**config.mk**
```make
export PLATFORM = sky130hd
export DESIGN_NAME = mul17_dual
export DESIGN_NICKNAME = d
export VERILOG_FILES = /design/src/rtl/mul17_dual.sv
export SDC_FILE = /design/constraint.sdc
export NUM_CORES = 1
export LEC_CHECK = 0
export ABC_AREA = 1
export BUFFER_PORTS_ARGS = -buffer_cell sky130_fd_sc_hd__buf_2
export CAP_MARGIN = 5
export CORE_MARGIN = 5
export CORE_UTILIZATION = 60
export CTS_BUF_LIST = sky130_fd_sc_hd__clkbuf_4
export DETAILED_ROUTE_END_ITERATION = 8
export HOLD_SLACK_MARGIN = 0.15
export PLACE_DENSITY_LB_ADDON = 0.1
export SYNTH_ARGS = -nofsm -noshare
export SYNTH_HDL_FRONTEND = slang
export SYNTH_SLANG_ARGS = --single-unit
```
**constraint.sdc**
```tcl
create_clock -name clk -period 0.8 [get_ports clk]
set_input_delay 0.08 -clock clk [delete_from_list [all_inputs] [get_ports clk]]
set_output_delay 0.08 -clock clk [all_outputs]
set_load 0.03 [all_outputs]
```
**src/rtl/mul17_dual.sv**
```systemverilog
module mul17_dual #(
  parameter int OPW     = 16,
  parameter bit REG_OUT = 1'b1
) (
  input  logic                clk,
  input  logic                rst_n,
  input  logic [OPW-1:0]      a_i,
  input  logic [OPW-1:0]      b_i,
  input  logic                a_signed_i,
  input  logic                b_signed_i,
  input  logic                frac_i,
  output logic [2*OPW+7:0]    p_o
);
  localparam int XW = OPW + 1;
  localparam int PW = 2 * XW;
  localparam int RW = 2 * OPW;
  localparam int AW = RW + 8;
  localparam logic [OPW-1:0] MIN_OP = {1'b1, {(OPW-1){1'b0}}};
  localparam logic [AW-1:0]  MAX_Q  = {{(AW-RW+1){1'b0}}, {(RW-1){1'b1}}};

  logic signed [XW-1:0] ax, bx;
  logic signed [PW-1:0] prod;
  logic        [RW-1:0] fw;
  logic                 sat;
  logic        [AW-1:0] res;

  assign ax   = {a_signed_i & a_i[OPW-1], a_i};
  assign bx   = {b_signed_i & b_i[OPW-1], b_i};
  assign prod = ax * bx;
  assign fw   = {prod[RW-2:0], 1'b0};
  assign sat  = frac_i & a_signed_i & b_signed_i & (a_i == MIN_OP) & (b_i == MIN_OP);

  always_comb begin
    if (sat)         res = MAX_Q;
    else if (frac_i) res = {{(AW-RW){fw[RW-1]}}, fw};
    else             res = {{(AW-PW){prod[PW-1]}}, prod};
  end

  generate
    if (REG_OUT) begin : g_reg
      always_ff @(posedge clk or negedge rst_n) begin
        if (!rst_n) p_o <= '0;
        else        p_o <= res;
      end
    end else begin : g_comb
      assign p_o = res;
    end
  endgenerate

  // two unsigned operands in integer mode never give a negative result
  p_unsigned_pos_r1: assert property (@(posedge clk) disable iff (!rst_n)
    (!frac_i && !a_signed_i && !b_signed_i) |-> !res[AW-1]);

  // fractional results are sign-filled above bit 31 and have an even LSB
  p_frac_fill_r3: assert property (@(posedge clk) disable iff (!rst_n)
    (frac_i && !sat) |-> (res[AW-1:RW-1] == {(AW-RW+1){res[RW-1]}} && !res[0]));

  // the most negative value squared is clamped in fractional mode
  p_clamp_r4: assert property (@(posedge clk) disable iff (!rst_n)
    (frac_i && a_signed_i && b_signed_i && a_i == MIN_OP && b_i == MIN_OP) |-> (res == MAX_Q));

  // a zero operand yields zero
  p_zero_r8: assert property (@(posedge clk) disable iff (!rst_n)
    (a_i == '0 || b_i == '0) |-> (res == '0));

  // a signed pair in integer mode has a product whose sign follows the operand signs
  p_sign_r2: assert property (@(posedge clk) disable iff (!rst_n)
    (!frac_i && a_signed_i && b_signed_i && a_i != '0 && b_i != '0) |->
      (res[AW-1] == (a_i[OPW-1] ^ b_i[OPW-1])));
endmodule

```
==> results by group, run 1 <==
Die
  – Die height: 159.6 µm
  – I/O Pins: 77
  – Die area: 0.02546 mm²
  – Die W: 159.6 µm
  – Row Count: 54
  – Core area: 0.02196 mm²
  – Initial core utilization: 0.6113

Drt
  – Post-DR wirelength/cell: 18.09 µm
  – Vias per cell: 5.345
  – DR pass1 iterations: 5
  – DRT Wirelength: 41.34 mm
  – Via count: 12,210
  – Starting DRT DRC Count: 920
  – Drc violations: 0
  – Detail Route Antenna Nets: 0

Yosys
  – Xor/xnor cell area share of the yosys netlist: 0.009135
  – Yosys top cell area share: 0.4415
  – Post-Synth Adder-Cell Area: 0.5207
  – Synth Cell Area: 0.01342 mm²
  – Mapped Cells: 1,767
  – Synth Register Bits: 34
  – Area contributors post-synth: fa_1, inv_1, nand2_1
  – Sequential share of the synthesized area: 0.06339
  – Syn Nets: 2,185
  – Average size of a mapped cell: 7.596 µm²
  – Multiplexer share of the synthesized area: 0
  – Yosys top cell by area: fa_1
  – Ys Warns: 0
  – Post-synth cell types: 34
  – Largest family of logic cells by synthesized area: adder cells
  – Synth cell count leaders: inv_1, nand2_1, fa_1, ha_1, nand3_1
  – Asr flop ratio synth: 1.000
  – Post-synth EDFFs: 0
  – Synth Area in Simple Gates: 0.2168
  – Post-synthesis compound-gate area fraction: 0.01473
  – Cell with the most instances after synthesis: inv_1
  – Top_reg_cell synth: dfrtp_1

Layout
  – Antenna cells: 0
  – Largest Register: p_o
  – Regs by FF count: p_o (34)
  – Largest register FFs: 34
  – Final net count: 2,422
  – Layout cells sized above 1: 0.3616
  – Layout area overhead: 37.74%

Global route
  – Grt ovf: 0
  – Number of global-route vias before repair: 13,320
  – Largest net degree at the start of global routing: 35
  – Initial antenna violation count: 1
  – First-pass GRT wire length: 65.37 mm
  – GRT Total Usage: 0.3193

Setup path
  – CP max FO: 7
  – CP max stage cell: fa_2
  – CP Capture Type: flip-flop
  – Setup CP Type: primary input to flip-flop
  – Crit path launch: a_i[15]
  – Worst EP arrival: 5080 ps
  – Max incr delay on CP: 620 ps
  – Setup crit start kind: primary input
  – Worst path required time: 1040 ps

Timing
  – Final setup vio count: 74
  – Tmin final: 4832 ps
  – Least-Margin Pin Slew: 403.0 ps
  – Worst Setup Slack, final: -4032 ps
  – Max-slew violations: 0
  – Slew margin rel.: 0.7313
  – Tcrit/Tclk final: 6.040
  – Final Hold Vio Count: 0
  – Worst hold slack: 194.1 ps
  – Max Clk Rate: 207.0 MHz
  – RSZ-0062 raised after global routing: yes

Worst hold path
  – Worst hold start: b_i[0]
  – Min-delay worst type: primary input to flip-flop

Clock tree
  – CTS tree: built
  – CTS max path bufs: 2
  – Clock Pin Slew Worst Setup and Hold Paths: 140 ps
  – Clk sinks: 34
  – H-tree depth: 2
  – TritonCTS buffer count: 5
  – Clk root buf: clkbuf_4

Placed design
  – Final Wtd Congestion: 0.9855
  – HPWL Detailed: 31.24 mm
  – Port bufs: 76

Job
  – Max-cap violations: 0

Run status
  – Status: finished with violations
  – Failing checks: negative setup slack
-- layout by cell type (no fill, tap or decap), types with 4 or more instances in the layout --
master,instances
inv_1,435
nand2_1,374
fa_1,272
buf_4,167
buf_6,101
inv_2,89
nand2_2,79
nand3_1,57
ha_4,43
nand2_4,42
ha_1,38
dfrtp_1,33
nor2_1,29
fa_2,24
nor2_4,23
buf_12,21
nand3_2,20
nor2_2,15
a21oi_2,13
buf_8,13
nand4_1,11
nand3_4,9
nand3b_1,7
xor2_2,7
a21oi_4,5
a21oi_1,5
clkbuf_4,5
and2_4,4
nor4_4,4
ha_2,4
buf_2,4
-- cell type report --
class	count	area (µm²)
clock buffer	5	37.54
fill	1268	3470
clock inverter	3	68.82
inverter	528	2002
sequential	34	852.1
timing repair buffer	309	3102
tap	280	350.3
timing repair inverter	1	8.758
multi-input combinational	1125	12070
-- layer usage --
metal	vias to the layer above	GRT usage	wire, µm
met5	-	0	0
li1	5462	-	-
met1	6120	0.3830	14870
met4	0	0.1298	2089
met2	487	0.5700	21670
met3	145	0.05592	2714
-- worst max-delay path, delay by kind of cell --
| kind | cells | cell delay [ps] |
|---|---|---|
| buffers and inverters | 9 | 570 |
| adders and majority gates | 7 | 3360 |
| and+or+nand+nor | 10 | 1030 |
-- final timing paths --
path / to / slack (ps) / cells past startpoint
setup / recovery: p_o[23] / -4030 / 26
hold / removal: p_o[0] / 190 / 4
max in group asynchronous: p_o[38] / 370 / 3
min in group asynchronous: p_o[3] / 200 / 3
-- cell families (layout without fill, tap and decap cells) --
group | after synthesis | after routing
XOR/XNOR | 14 | 14
flip-flops | 34 | 34
AND/OR/NAND/NOR | 696 | 696
buffers and inverters | 608 | 846
adder cells (fa/ha/maj) | 381 | 381
AO/OA/AOI/OAI | 34 | 34
-- timing repair --
action                                 4_1_cts  5_1_grt
hold buffers                                 1        0
cloned                                       4        0
resized for setup                          417      167
endpoints found under the hold margin       34        0
setup buffers                               27       23
setup endpoints to repair                   74       74
pin swaps                                  150      126
-- metrics by stage --
stage          worst slack, ps  area, µm²  setup TNS, ps  utilization  std cells
4_1_cts                  -4020      17770        -117010       0.8094       2264
6_report                 -4032      18490        -119030       0.8420       2285
5_1_grt                  -4203      18490        -124160       0.8420       2285
3_5_place_dp             -4566      15810        -129770       0.7200       2224
3_3_place_gp             -4531      15810        -128610       0.7200       2224
2_1_floorplan            -4124      14620        -111690            -       1767
Power of run 1 is not shown: default switching activity piles up to over one toggle a cycle in this logic, so the estimate is an artifact.
==> inputs of run 2 (changes only) <==
CORE_MARGIN = 2   (was 5)
CTS_BUF_LIST = sky130_fd_sc_hd__clkbuf_4 sky130_fd_sc_hd__clkbuf_8   (was sky130_fd_sc_hd__clkbuf_4)
CTS_CLUSTER_DIAMETER = 200   (was not set)
==> run 2 against run 1 <==
  * The run still ends with negative setup slack left
  * Die area decreased by 7.4%
  * Maximum frequency is 3.0% lower
  * Design area increased by 2.2%
  * Global-route usage grew 4.4 points
  * Sequential cell count is the same
  * Final cell count increased by 0.88%
  * Worst hold slack gained 74 ps
  * Non-clock buffer count increased by 20
  * Critical path depth unchanged
  * Count of clock-buffer cells in the layout unchanged
  * First-iteration DRC count up 12%
  * Routed wire length grew 7.7%
==> results by group, run 2 (synthesis results as in run 1) <==
Drt
  – Vias per cell: 5.478
  – Drc violations: 0
  – Starting DRT DRC Count: 1,032
  – Detail Route Antenna Nets: 0
  – Via count: 12,630
  – DR pass1 iterations: 5
  – Post-DR wirelength/cell: 19.32 µm
  – DRT Wirelength: 44.54 mm

Timing
  – Tcrit/Tclk final: 6.225
  – RSZ-0062 raised after global routing: yes
  – Tmin final: 4980 ps
  – Max-slew violations: 0
  – Final setup vio count: 74
  – Setup TNS: -121,170 ps
  – Final Hold Vio Count: 0
  – Worst Setup Slack, final: -4180 ps
  – Least-Margin Pin Slew: 405.1 ps
  – Max Clk Rate: 200.8 MHz
  – Slew margin rel.: 0.7299

Placed design
  – HPWL Detailed: 30.67 mm
  – Final Wtd Congestion: 0.9860
  – Setup WS pre-CTS: -4560 ps
  – Port bufs: 76

Layout
  – Final net count: 2,441
  – Final Util: 0.8629
  – Largest register FFs: 34
  – Layout cells sized above 1: 0.3617
  – Layout area overhead: 40.73%
  – FILL cells: 1,132
  – Commonest non-fill, non-tap cells in the layout: inv_1, nand2_1, fa_1, buf_4, buf_6
  – Largest Register: p_o
  – Commonest non-fill, non-tap cell in the layout: inv_1
  – Regs by FF count: p_o (34)
  – FF/Latch Area: 852.1 µm²
  – Area of the multi-input gates: 0.01216 mm²

Die
  – Initial core utilization: 0.6132
  – Die height: 153.6 µm
  – Core area: 0.02189 mm²
  – Row Count: 54
  – Die area: 0.02358 mm²
  – I/O Pins: 77
  – Die W: 153.6 µm

Clock tree
  – Clk root buf: clkbuf_8
  – CTS tree: built
  – Clk sinks: 34
  – H-tree depth: 2
  – TritonCTS buffer count: 5
  – Clock Pin Slew Worst Setup and Hold Paths: 80 ps
  – CTS max path bufs: 2

Setup path
  – Setup CP Type: primary input to flip-flop
  – CP Capture Type: flip-flop
  – Setup crit start kind: primary input
  – Worst path required time: 980 ps
  – Worst EP arrival: 5160 ps
  – Crit path launch: b_i[9]
  – Crit path capture: p_o[28]
  – CP max FO: 5

Global route
  – Number of global-route vias before repair: 13,450
  – Initial antenna violation count: 1
  – Grt ovf: 0
  – Largest net degree at the start of global routing: 35
  – First-pass GRT wire length: 67.34 mm
  – GRT Total Usage: 0.3637

Run status
  – Failing checks: negative setup slack
  – Status: finished with violations

Worst hold path
  – Min-delay worst type: primary input to async pin

Job
  – Max-cap violations: 0
run 2: cell count changes in the layout (fill, tap and decap cells not counted), sizes merged:
cell / delta
clkbuf: +2
clkinv: +1
diode: +1
buf: +17
inv: -3
clkinvlp: +1
bufbuf: +1
run 2: cell type report:
type | instances | area share
multi-input cells | 1125 | 0.6437
repair buffers | 329 | 0.1788
inverters | 528 | 0.1064
flip-flops and latches | 34 | 0.04511
well taps | 280 | 0.01855
clock buffers | 5 | 0.003643
clock inverters | 3 | 0.003643
diodes | 1 | 0.0001325
run 2: timing repair:
item | 4_1_cts | 5_1_grt
cloned | 7 | 0
hold buffers | 1 | 0
setup endpoints to repair | 74 | 74
pin swaps | 143 | 110
gates resized for setup | 405 | 189
endpoints found under the hold margin | 34 | 0
buffers inserted | 51 | 18
run 2: stage by stage:
step / instance area (µm²) / hold slack, ps / instances
floorplan: 14620 / -215.6 / 1767
detailed placement: 15810 / 46.83 / 2221
finish: 18890 / 268.2 / 2305
global placement: 15810 / 42.23 / 2221
global route: 18890 / 279.3 / 2304
CTS: 18070 / 262.6 / 2287
run 2: worst max-delay path, stage by stage:
cell and delay [ps]:
buf_12 90, buf_6 110, buf_16 110, buf_8 110, nand2_2 50, fa_1 490
inv_1 50, fa_2 370, inv_2 70, fa_1 400, inv_1 90, fa_1 450
fa_1 570, inv_1 90, fa_1 550, inv_2 60, ha_4 250, nand2_4 100
buf_6 100, inv_2 40, a21oi_4 220, nor2_2 70, o21ai_1 250, nand4_1 170
nand3_1 120, nand3_1 80
run 2: how the worst min path moves through the flow:
stage / end / slack [ps] / cells past startpoint
after floorplan: p_o[0] / -220 / 0
after global placement: p_o[3] / 40 / 2
after detailed placement: p_o[5] / 50 / 2
after CTS: p_o[5] / 260 / 3
after global routing: p_o[3] / 280 / 3
final: p_o[6] / 270 / 3
run 2: routing by layer:
metal,GRT usage,share of wire
met1,0.4467,0.35
met2,0.6472,0.52
met3,0.05947,0.074
met4,0.1367,0.058
met5,0,0
Power of run 2 is left out for the same reason.
